### config.mk
export PLATFORM = sky130hd
export DESIGN_NAME = ecc_inj_ctrl
export DESIGN_NICKNAME = d
export VERILOG_FILES = /design/src/rtl/ecc_inj_pkg.sv /design/src/rtl/ecc_inj_seq.sv /design/src/rtl/ecc_pend_cnt.sv /design/src/rtl/ecc_inj_ctrl.sv
export SDC_FILE = /design/constraint.sdc
export NUM_CORES = 1
export LEC_CHECK = 0
export BUFFER_PORTS_ARGS = -buffer_cell sky130_fd_sc_hd__clkbuf_2
export CORE_UTILIZATION = 41
export CTS_CLUSTER_SIZE = 40
export DETAILED_ROUTE_END_ITERATION = 12
export PLACE_DENSITY = 0.68
export SLEW_MARGIN = 25
export SYNTH_ARGS = -nofsm -noshare
export SYNTH_HDL_FRONTEND = slang
export SYNTH_SLANG_ARGS = --single-unit
### constraint.sdc
create_clock -name clk -period 6.3 [get_ports clk]
set_input_delay 0 -clock clk [delete_from_list [all_inputs] [get_ports clk]]
set_output_delay 0 -clock clk [all_outputs]
set_load 0.03 [all_outputs]
### src/rtl/ecc_inj_pkg.sv
package ecc_inj_pkg;
    typedef enum logic [1:0] {
        ST_IDLE  = 2'd0,
        ST_ISSUE = 2'd1,
        ST_WAIT  = 2'd2
    } inj_state_e;

    localparam logic [2:0] A_CTRL    = 3'd0;
    localparam logic [2:0] A_TARGET  = 3'd1;
    localparam logic [2:0] A_SECOND  = 3'd2;
    localparam logic [2:0] A_PADD    = 3'd3;
    localparam logic [2:0] A_PSUB    = 3'd4;
    localparam logic [2:0] A_CAPTURE = 3'd5;

    localparam int BIT1_LSB = 16;
endpackage

### src/rtl/ecc_inj_seq.sv
module ecc_inj_seq
    import ecc_inj_pkg::*;
#(
    parameter int GRP_W    = 8,
    parameter int GRP_BITS = 32,
    parameter int REG_W    = 32,
    localparam int BIT_W   = $clog2(GRP_BITS)
) (
    input  logic             clk,
    input  logic             rst_n,
    input  logic             ctrl_we,
    input  logic             target_we,
    input  logic             second_we,
    input  logic [REG_W-1:0] wdata,
    input  logic             rsp_valid,
    input  logic [GRP_W-1:0] rsp_grp,
    output logic [1:0]       fill_code,
    output logic             check_en,
    output logic             step_en,
    output logic             force_single,
    output logic             force_double,
    output logic [GRP_W-1:0] grp,
    output logic [BIT_W-1:0] bit1,
    output logic [BIT_W-1:0] bit2,
    output logic             issue,
    output logic             waiting
);
    localparam logic [BIT_W-1:0] LAST_BIT = BIT_W'(GRP_BITS - 1);

    inj_state_e state, state_nx;
    logic       busy;
    logic       done;

    assign busy = (state != ST_IDLE);
    assign done = (state == ST_WAIT) && rsp_valid && (rsp_grp == grp);

    always_comb begin
        state_nx = state;
        unique case (state)
            ST_IDLE:  if (force_single || force_double) state_nx = ST_ISSUE;
            ST_ISSUE: state_nx = ST_WAIT;
            ST_WAIT:  if (done) state_nx = ST_IDLE;
            default:  state_nx = ST_IDLE;
        endcase
    end

    always_ff @(posedge clk or negedge rst_n) begin
        if (!rst_n) state <= ST_IDLE;
        else        state <= state_nx;
    end

    always_comb begin
        issue   = 1'b0;
        waiting = 1'b0;
        unique case (state)
            ST_IDLE:  ;
            ST_ISSUE: issue = 1'b1;
            ST_WAIT:  waiting = 1'b1;
            default:  ;
        endcase
    end

    always_ff @(posedge clk or negedge rst_n) begin
        if (!rst_n) begin
            fill_code    <= 2'd0;
            check_en     <= 1'b1;
            step_en      <= 1'b0;
            force_single <= 1'b0;
            force_double <= 1'b0;
            grp          <= '0;
            bit1         <= '0;
            bit2         <= '0;
        end else begin
            if (ctrl_we) begin
                fill_code <= wdata[1:0];
                check_en  <= wdata[2];
                step_en   <= wdata[3];
                if (!busy) begin
                    force_single <= wdata[4];
                    force_double <= wdata[5];
                end
            end
            if (target_we && !busy) begin
                grp  <= wdata[GRP_W-1:0];
                bit1 <= wdata[BIT1_LSB +: BIT_W];
            end
            if (second_we && !busy) bit2 <= wdata[BIT_W-1:0];
            if (done) begin
                force_single <= 1'b0;
                force_double <= 1'b0;
                if (step_en) begin
                    if (bit1 == LAST_BIT) begin
                        bit1 <= '0;
                        grp  <= grp + 1'b1;
                    end else begin
                        bit1 <= bit1 + 1'b1;
                    end
                end
            end
        end
    end

    a_r3_issue_to_wait: assert property (@(posedge clk) disable iff (!rst_n)
        (state == ST_ISSUE) |=> (state == ST_WAIT));
    a_r12_target_held: assert property (@(posedge clk) disable iff (!rst_n)
        ((state == ST_WAIT) && !done) |=> ($stable(grp) && $stable(bit1) && $stable(bit2)));
    a_r3_force_cleared: assert property (@(posedge clk) disable iff (!rst_n)
        done |=> (!force_single && !force_double));
endmodule

### src/rtl/ecc_pend_cnt.sv
module ecc_pend_cnt (
    input  logic       clk,
    input  logic       rst_n,
    input  logic       ev,
    input  logic       add_en,
    input  logic [1:0] add_val,
    input  logic       sub_en,
    input  logic [1:0] sub_val,
    output logic [1:0] cnt
);
    logic [3:0] sum;
    logic [1:0] sat;
    logic [1:0] nxt;

    always_comb begin
        sum = {2'b00, cnt} + {3'b000, ev};
        if (add_en) sum = sum + {2'b00, add_val};
        sat = (sum > 4'd3) ? 2'd3 : sum[1:0];
        nxt = sat;
        if (sub_en) nxt = (sat > sub_val) ? (sat - sub_val) : 2'd0;
    end

    always_ff @(posedge clk or negedge rst_n) begin
        if (!rst_n) cnt <= 2'd0;
        else        cnt <= nxt;
    end

    a_r8_single_step: assert property (@(posedge clk) disable iff (!rst_n)
        (ev && !add_en && !sub_en && (cnt != 2'd3)) |=> (cnt == $past(cnt) + 2'd1));
    a_r7_floor_zero: assert property (@(posedge clk) disable iff (!rst_n)
        (sub_en && !ev && !add_en && (sub_val >= cnt)) |=> (cnt == 2'd0));
endmodule

### src/rtl/ecc_inj_ctrl.sv
module ecc_inj_ctrl
    import ecc_inj_pkg::*;
#(
    parameter int GRP_W    = 8,
    parameter int GRP_BITS = 32,
    parameter int DATA_W   = 32,
    parameter int REG_W    = 32,
    localparam int BIT_W   = $clog2(GRP_BITS)
) (
    input  logic              clk,
    input  logic              rst_n,
    input  logic              wr_en,
    input  logic [2:0]        wr_addr,
    input  logic [REG_W-1:0]  wr_data,
    input  logic [2:0]        rd_addr,
    output logic [REG_W-1:0]  rd_data,
    output logic              inj_req,
    output logic              inj_double,
    output logic [GRP_W-1:0]  inj_grp,
    output logic [BIT_W-1:0]  inj_bit1,
    output logic [BIT_W-1:0]  inj_bit2,
    output logic [DATA_W-1:0] inj_data,
    input  logic              rsp_valid,
    input  logic              rsp_cor,
    input  logic              rsp_unc,
    input  logic [GRP_W-1:0]  rsp_grp,
    input  logic [BIT_W-1:0]  rsp_bit,
    output logic              irq_cor,
    output logic              irq_unc
);
    localparam int NCNT = 4;

    logic [1:0]       fill_code;
    logic             check_en, step_en, f_single, f_double, waiting;
    logic [GRP_W-1:0] grp;
    logic [BIT_W-1:0] bit1, bit2;
    logic [GRP_W-1:0] cap_grp;
    logic [BIT_W-1:0] cap_bit;
    logic             is_inj;
    logic [NCNT-1:0]  ev;
    logic [1:0]       cnt [NCNT];
    logic [7:0]       cnt_flat;

    ecc_inj_seq #(.GRP_W(GRP_W), .GRP_BITS(GRP_BITS), .REG_W(REG_W)) u_seq (
        .clk, .rst_n,
        .ctrl_we   (wr_en && wr_addr == A_CTRL),
        .target_we (wr_en && wr_addr == A_TARGET),
        .second_we (wr_en && wr_addr == A_SECOND),
        .wdata     (wr_data),
        .rsp_valid, .rsp_grp,
        .fill_code, .check_en, .step_en,
        .force_single (f_single),
        .force_double (f_double),
        .grp, .bit1, .bit2,
        .issue   (inj_req),
        .waiting (waiting)
    );

    assign is_inj = waiting && (rsp_grp == grp);
    assign ev[0]  = check_en && rsp_valid && rsp_cor && !is_inj;
    assign ev[1]  = check_en && rsp_valid && rsp_unc && !is_inj;
    assign ev[2]  = check_en && rsp_valid && rsp_cor && is_inj;
    assign ev[3]  = check_en && rsp_valid && rsp_unc && is_inj;

    for (genvar c = 0; c < NCNT; c++) begin : g_cnt
        ecc_pend_cnt u_cnt (
            .clk, .rst_n,
            .ev      (ev[c]),
            .add_en  (wr_en && wr_addr == A_PADD),
            .add_val (wr_data[2*c +: 2]),
            .sub_en  (wr_en && wr_addr == A_PSUB),
            .sub_val (wr_data[2*c +: 2]),
            .cnt     (cnt[c])
        );
        assign cnt_flat[2*c +: 2] = cnt[c];
    end

    for (genvar i = 0; i < DATA_W; i++) begin : g_fill
        assign inj_data[i] = (fill_code == 2'd1) ||
                             ((fill_code == 2'd2) && (i % 2 == 1)) ||
                             ((fill_code == 2'd3) && (i % 2 == 0));
    end

    always_ff @(posedge clk or negedge rst_n) begin
        if (!rst_n) begin
            cap_grp <= '0;
            cap_bit <= '0;
        end else if (check_en && rsp_valid && (rsp_cor || rsp_unc)) begin
            cap_grp <= rsp_grp;
            cap_bit <= rsp_bit;
        end
    end

    assign inj_double = f_double;
    assign inj_grp    = grp;
    assign inj_bit1   = bit1;
    assign inj_bit2   = f_double ? bit2 : '0;
    assign irq_cor    = (cnt[0] != 2'd0) || (cnt[2] != 2'd0);
    assign irq_unc    = (cnt[1] != 2'd0) || (cnt[3] != 2'd0);

    always_comb begin
        rd_data = '0;
        unique case (rd_addr)
            A_CTRL:    rd_data[5:0] = {f_double, f_single, step_en, check_en, fill_code};
            A_TARGET: begin
                rd_data[GRP_W-1:0]           = grp;
                rd_data[BIT1_LSB +: BIT_W]   = bit1;
            end
            A_SECOND:  rd_data[BIT_W-1:0] = bit2;
            A_PADD,
            A_PSUB:    rd_data[7:0] = cnt_flat;
            A_CAPTURE: begin
                rd_data[GRP_W-1:0]           = cap_grp;
                rd_data[BIT1_LSB +: BIT_W]   = cap_bit;
            end
            default:   rd_data = '0;
        endcase
    end

    a_r10_capture_load: assert property (@(posedge clk) disable iff (!rst_n)
        (check_en && rsp_valid && rsp_unc) |=> (cap_grp == $past(rsp_grp)));
    a_r11_no_count_off: assert property (@(posedge clk) disable iff (!rst_n)
        (!check_en && !wr_en) |=> (cnt_flat == $past(cnt_flat)));
endmodule

==> flow_metrics.env, run 1 <==
export IMPL_synth_flop_cell="dfrtp_1"
export IMPL_wl_mm=9.99
export IMPL_finClkSkew_ns=0.00987
export IMPL_multiInputGateArea_um2=2370
export IMPL_cts_tree="done"
export IMPL_numCtsBuffers=5
export IMPL_final_antenna_net_count=0
export IMPL_yosysMostFrequentCell="buf_4"
export IMPL_ios=143
export IMPL_finalMaxSlewViolations=0
export IMPL_fp_dieW_um=101
export IMPL_first_pass_iters=4
export IMPL_crit_path_end_kind="register"
export IMPL_dpl_cell_area_um2=4360
export IMPL_cts_path_max_buffers=2
export IMPL_dr_max_layer_used="met4"
export IMPL_avgSynthCellArea_um2=9.65
export IMPL_clock_fmax_mhz=214
export IMPL_core_um2=9370
export IMPL_post_place_cells=607
export IMPL_cp_max_fo=10
export IMPL_antenna_found_initial=0
export IMPL_clk_latency_ns=0.31
export IMPL_hold_path_class="input pin to register"
export IMPL_p_per_area_nw_per_um2=428
export IMPL_diodes=0
export IMPL_fillers=926
export IMPL_drive_above_1_share=0.325
export IMPL_synth_simple_gate_area_frac=0.156
export IMPL_synth_compound_area_share=0.123
export IMPL_design_area_um2=4630
export IMPL_synthesis_instances=417
export IMPL_synth_distinct_cells=59
export IMPL_synth_xor_area_share=0.0211
export IMPL_synth_top_family_by_area="simple AND/OR/NAND/NOR gates"
export IMPL_worst_setup_path_startpoint="u_seq.grp[2]"
export IMPL_wl_met2_mm=4.81
export IMPL_final_nets=598
export IMPL_grt_first_pass_wirelength_mm=15.8
export IMPL_setup_tns_ns=0
export IMPL_dp_hpwl_mm=7.75
export IMPL_yosysTopAreaCell="dfrtp_1"
export IMPL_status="finished, final reports clean"
export IMPL_dr_first_iter_drc_count=114
export IMPL_final_cells=634
export IMPL_met1Wirelength_mm=4.42
export IMPL_root_buffer="clkbuf_8"
export IMPL_ff2ff_setup_slack_ns=1.64
export IMPL_rows=35
export IMPL_ys_top_cells_by_count="51 x buf_4, 46 x dfrtp_1, 32 x mux2_2, 30 x nand2_1, 29 x ha_1"
export IMPL_die_area_um2=10200
export IMPL_grt_overflow=0
export IMPL_synth_top_area_frac=0.286
export IMPL_setup_viol=0
export IMPL_min_from="wr_data[16]"
export IMPL_grt_pass1_vias=3160
export IMPL_clkTransAtPathRegs_ns=0.09
export IMPL_hold_viol_final=0
export IMPL_clock_sinks=47
export IMPL_crit_type="register to register"
export IMPL_worst_setup_path_start_kind="register"
export IMPL_rsz0062_at_grt="false"
export IMPL_yosysWarnings=0
export IMPL_cp_data_arrival_time_ns=4.86
export IMPL_fin_crit_sh=0.740
export IMPL_htree_levels=2
export IMPL_seq_area_um2=1180
export IMPL_ys_top_cells_by_area="dfrtp_1 29%, buf_4 9.5%, ha_1 9.0%"
export IMPL_dr_wl_met3_um=603
export IMPL_p_leak_uw=0.00229
export IMPL_gp_congestion=0.843
export IMPL_initial_utilization=0.429
export IMPL_syn_to_final_growth_pct=15.2
export IMPL_async_flop_share=1.00
export IMPL_die_h_um=101
export IMPL_rr_startpoint="u_seq.grp[2]"
export IMPL_post_place_ws_ns=1.71
export IMPL_synth_seq_cells=47
export IMPL_period_needed_ns=4.66
export IMPL_synthAdderAreaFrac=0.130
export IMPL_grt_use_total=0.203
export IMPL_synth_cell_area_um2=4020
export IMPL_drv_cap=0
export IMPL_routedWlPerCell_um=15.8
export IMPL_grt_max_degree=48
export IMPL_worst_slew_pin_slew_ns=0.677
export IMPL_drc=0
export IMPL_worstPathRequired_ns=6.50
export IMPL_synth_seq_area_share=0.293
export IMPL_vias=3367
export IMPL_synth_edff_count=0
export IMPL_port_buffers=104
export IMPL_synth_mux_area_frac=0.140
export IMPL_vdd_drop_max_mv=0.203
export IMPL_viasPerCell=5.31
export IMPL_worst_slew_margin_rel=0.548
export IMPL_fin_ws_ns=1.64
[flip-flops by register name, summed over array words and instances (netlist names)]
signal and flops:
u_seq.state 2, u_seq.step_en 1, u_seq.check_en 1, u_seq.bit1 5, u_seq.fill_code 2, u_seq.force_double 1, u_seq.grp 8, g_cnt.u_cnt.cnt 8
cap_grp 8, cap_bit 5, u_seq.force_single 1, u_seq.bit2 5
[cell usage in the layout, fill, tap and decap left out, drive strengths merged, types with 5 or more instances in the layout]
master,count
clkbuf,109
dfrtp,46
mux2,32
nand2,30
ha,29
inv,28
nor2,25
conb,19
dlygate4sd3,19
o21ai,14
and3,12
mux2i,11
a31oi,9
o22ai,9
a21oi,9
fa,8
and2,7
a22oi,7
xor2,7
nand3,6
nand2b,6
a211oi,5
[report_power, final]
group / switching [µW] / internal (µW) / total [µW]
combinational: 736 / 453 / 1190
sequential: 182 / 432 / 614
clock: 104 / 76.1 / 181
total: 1020 / 961 / 1980
[worst max-delay path: stages (launching register included)]
cell and delay [ns]:
dfrtp_1 0.52, xor2_2 0.24, nor4_4 0.43, and3_2 0.34
nor2_1 0.06, ha_1 0.19, ha_1 0.33, inv_1 0.07
fa_1 0.43, a2111oi_0 0.59, a21oi_1 0.09, o32ai_1 0.20
ha_1 0.21, inv_1 0.05, fa_1 0.44, nand2_1 0.08
a21oi_1 0.04, mux2_2 0.25
[kinds of logic after synthesis]
family / Yosys count
xor gates and xnor gates: 8
and+or+nand+nor: 112
adders and majority gates: 37
DFF: 47
other: 1
AOI/OAI and AO/OA: 73
buffers and inverters: 92
muxes: 47
[metrics by stage]
stage          hold slack (ns)  total power, µW   util
2_1_floorplan           -0.296             1560      -
3_3_place_gp             0.138             1750  0.465
3_5_place_dp             0.130             1800  0.465
4_1_cts                 0.0120             1990  0.495
5_1_grt                 0.0193             2140  0.495
6_report                0.0193             1980  0.495
[cell type report]
| type | count | area share |
|---|---|---|
| Inverter | 28 | 0.0227 |
| Clock inverter | 3 | 0.00324 |
| Tap cell | 129 | 0.0348 |
| Sequential cell | 47 | 0.254 |
| Clock buffer | 5 | 0.0148 |
| Multi-Input combinational cell | 296 | 0.512 |
| Timing Repair Buffer | 126 | 0.158 |
[final timing paths]
kind                            depth (start not counted)                     to
worst min register to register                          1             cap_grp[4]
min in group asynchronous                               3             cap_grp[0]
max in group asynchronous                               3  g_cnt[0].u_cnt.cnt[1]
worst max-delay path                                   17  g_cnt[1].u_cnt.cnt[1]
worst max register to register                         17  g_cnt[1].u_cnt.cnt[1]
worst min-delay path                                    4          u_seq.bit1[0]
[layer usage]
metal / track usage / vias up
met3: 0.0312 / 11
met1: 0.267 / 1629
met4: 0.0468 / 0
met2: 0.349 / 136
li1: - / 1591
met5: 0 / -
[timing repair]
item,CTS,global route
setup buffers,0,0
hold buffers,19,0
gates resized for setup,0,0
endpoints found under the hold margin,65,0
No activity file was read; power rests on OpenSTA's default activity.
==> run 2, diff against run 1 <==
--- a/config.mk
+++ b/config.mk
@@ -5,6 +5,7 @@
 export SDC_FILE = /design/constraint.sdc
 export NUM_CORES = 1
 export LEC_CHECK = 0
+export ABC_AREA = 1
 export BUFFER_PORTS_ARGS = -buffer_cell sky130_fd_sc_hd__clkbuf_2
 export CORE_UTILIZATION = 41
 export CTS_CLUSTER_SIZE = 40
==> constraint.sdc (replaced) <==
create_clock -name clk -period 4.4 [get_ports clk]
set_input_delay 0 -clock clk [delete_from_list [all_inputs] [get_ports clk]]
set_output_delay 0 -clock clk [all_outputs]
set_load 0.03 [all_outputs]
==> run 2 against run 1 <==
Effect of this change: routed wire length increased by 7.9%; cell count increased by 23%; sequential cell count stayed put; first-iteration DRC count increased by 110%; clock power grew 61%; clock-buffer cell count rose by 3; core utilization is 1.7 points lower; largest power group unchanged; maximum frequency up 23%; design area rose by 0.70%.
==> flow_metrics.env, run 2 <==
export IMPL_synth_seq_cells=47
export IMPL_synthAdderAreaFrac=0.127
export IMPL_gp_congestion=0.938
export IMPL_clk_latency_ns=0.30
export IMPL_synth_flop_cell="dfrtp_1"
export IMPL_reg_top3="cap_grp x8, g_cnt.u_cnt.cnt x8, u_seq.grp x8"
export IMPL_wl_mm=10.8
export IMPL_cts_resized=0
export IMPL_rows=36
export IMPL_p_switching_uw=1480
export IMPL_first_pass_iters=5
export IMPL_worst_setup_path_start_kind="register"
export IMPL_cts_path_max_buffers=2
export IMPL_cts_tree="done"
export IMPL_synthesis_instances=559
export IMPL_hold_viol_final=0
export IMPL_synth_edff_count=0
export IMPL_fp_dieW_um=102
export IMPL_port_buffers=104
export IMPL_crit_path_end_kind="register"
export IMPL_avgSynthCellArea_um2=7.37
export IMPL_final_nets=737
export IMPL_viasPerCell=4.97
export IMPL_ys_top_cells_by_area="dfrtp_1 28%, nand2_1 15%, buf_4 9.1%"
export IMPL_die_area_um2=10400
export IMPL_synth_compound_area_share=0.106
export IMPL_path_cells="xnor2_1 > nand4_1 > nor2_2 > nor2_1 > ha_1 > ha_1 > inv_1 > fa_1 > nor2_1 > nand4_1 > nand2_1 > nand2_1 > inv_1 > ha_1 > inv_1 > fa_1 > nand3_1 > o21ai_0"
export IMPL_p_comb_frac=0.589
export IMPL_synth_distinct_cells=45
export IMPL_antenna_found_initial=0
export IMPL_clock_fmax_mhz=264
export IMPL_p_per_area_nw_per_um2=595
export IMPL_dpl_cell_area_um2=4460
export IMPL_dp_hpwl_mm=8.50
export IMPL_initial_utilization=0.421
export IMPL_worstPathRequired_ns=4.63
export IMPL_wl_met2_mm=5.23
export IMPL_cts_setup_buffers=0
export IMPL_yosysTopAreaCell="dfrtp_1"
export IMPL_post_place_ws_ns=0.653
export IMPL_worst_setup_path_startpoint="u_seq.grp[4]"
export IMPL_period_needed_ns=3.78
export IMPL_worstPathBufferInverterCount=3
export IMPL_dr_first_iter_drc_count=234
export IMPL_root_buffer="clkbuf_8"
export IMPL_core_um2=9770
export IMPL_async_flop_share=1.00
export IMPL_synth_xor_area_share=0.0167
export IMPL_mostFrequentLayoutCells="170 x nand2_1, 104 x clkbuf_2, 70 x inv_1"
export IMPL_cp_max_fo=8
export IMPL_layout_commonest_cell="nand2_1"
export IMPL_multiInputGateArea_um2=2300
export IMPL_status="finished, final reports clean"
export IMPL_p_sw_frac=0.533
export IMPL_syn_to_final_growth_pct=13.3
export IMPL_ys_top_cells_by_count="170 x nand2_1, 70 x inv_1, 50 x buf_4, 46 x dfrtp_1, 43 x o21ai_0"
export IMPL_finClkSkew_ns=0.00886
export IMPL_rr_startpoint="u_seq.grp[4]"
export IMPL_synth_mux_area_frac=0.0240
export IMPL_dr_wl_met3_um=629
export IMPL_ios=143
export IMPL_holdBufCountCts=11
export IMPL_crit_type="register to register"
export IMPL_grt_overflow=0
export IMPL_htree_levels=2
export IMPL_fin_ws_ns=0.619
export IMPL_fin_crit_sh=0.859
export IMPL_drc=0
export IMPL_min_from="wr_data[2]"
export IMPL_design_area_um2=4670
export IMPL_rsz0062_at_grt="false"
export IMPL_clkTransAtPathRegs_ns=0.09
export IMPL_synth_seq_area_share=0.286
export IMPL_clock_sinks=47
export IMPL_synth_top_family_by_area="simple AND/OR/NAND/NOR gates"
export IMPL_yosysWarnings=0
export IMPL_seq_area_um2=1180
export IMPL_numCtsBuffers=5
export IMPL_path_delay_family="adder cells"
export IMPL_grt_pass1_vias=3607
export IMPL_fillers=1020
export IMPL_final_antenna_net_count=0
export IMPL_diodes=0
export IMPL_power_share_clock=0.105
export IMPL_worst_slew_margin_rel=0.345
export IMPL_drive_above_1_share=0.225
export IMPL_cp_data_arrival_time_ns=4.01
export IMPL_drv_cap=0
export IMPL_synth_top_area_frac=0.280
export IMPL_p_int_uw=1300
export IMPL_hold_path_class="input pin to register"
export IMPL_vias=3858
export IMPL_critPathMaxStageDelay_ns=0.51
export IMPL_die_h_um=102
export IMPL_synth_simple_gate_area_frac=0.266
export IMPL_grt_use_total=0.211
export IMPL_vdd_drop_max_mv=0.281
export IMPL_met1Wirelength_mm=4.76
export IMPL_synth_cell_area_um2=4120
export IMPL_pwr_share_seq=0.306
export IMPL_dr_max_layer_used="met4"
export IMPL_crit_slowest_cell="dfrtp_1"
export IMPL_setup_tns_ns=0
export IMPL_routedWlPerCell_um=13.9
export IMPL_yosysMostFrequentCell="nand2_1"
export IMPL_setup_viol=0
export IMPL_p_leak_uw=0.00262
export IMPL_grt_first_pass_wirelength_mm=16.9
export IMPL_grt_max_degree=48
export IMPL_finalMaxSlewViolations=0
export IMPL_worst_slew_pin_slew_ns=0.979
run 2: path summary, 6_finish.rpt:
| check | endpoint | slack [ns] | cells past startpoint |
|---|---|---|---|
| worst max-delay path | g_cnt[0].u_cnt.cnt[1] | 0.62 | 18 |
| worst min-delay path | u_seq.check_en | 0.007 | 3 |
| worst max register to register | g_cnt[0].u_cnt.cnt[1] | 0.62 | 18 |
| worst min register to register | cap_grp[7] | 0.49 | 2 |
| max in group asynchronous | u_seq.grp[2] | 3.65 | 3 |
| min in group asynchronous | cap_grp[2] | 0.34 | 3 |
run 2: kinds of logic (layout without fill, tap and decap cells):
logic type / Yosys count / in the layout
buf+inv: 133 / 200
compound gates: 74 / 74
fa+ha+maj: 37 / 37
mux: 9 / 9
flops: 47 / 47
simple gates: 251 / 251
other cells: 1 / 19
xor+xnor: 7 / 7
run 2: worst register-to-register path: cells and delay by family, from the launching register on:
family | cells | cell delay [ns]
AOI/OAI and AO/OA | 1 | 0.14
xor gates and xnor gates | 1 | 0.31
adders and majority gates | 5 | 1.49
buffers and inverters | 3 | 0.17
DFF | 1 | 0.51
and+or+nand+nor | 8 | 1.08
run 2: layout make-up:
| class | instances | area share |
|---|---|---|
| repair buffers | 117 | 0.138 |
| multi-input cells | 397 | 0.492 |
| clock buffers | 8 | 0.0214 |
| inverters | 75 | 0.0603 |
| flip-flops and latches | 47 | 0.252 |
| well taps | 133 | 0.0357 |
run 2: through the flow:
stage	hold WS, ns	power, µW	cells	util
final	0.00717	2780	777	0.477
after global routing	0.00885	3010	777	0.477
after CTS	0.00199	2780	777	0.477
after detailed placement	0.143	2480	758	0.456
after global placement	0.145	2420	758	0.456
after floorplan	-0.296	2150	577	-
run 2: routing by layer:
| layer | track usage | vias up |
|---|---|---|
| met5 | 0 | - |
| met4 | 0.0637 | 0 |
| met3 | 0.0294 | 11 |
| met2 | 0.369 | 130 |
| met1 | 0.271 | 1819 |
| li1 | - | 1898 |
run 2: power groups by stage:
stage	Sequential, µW	Clock [µW]	Combinational (µW)
2_1_floorplan	880	0	1270
3_3_place_gp	845	0	1580
3_5_place_dp	850	0	1630
4_1_cts	842	296	1640
5_1_grt	869	315	1830
6_report	850	292	1640
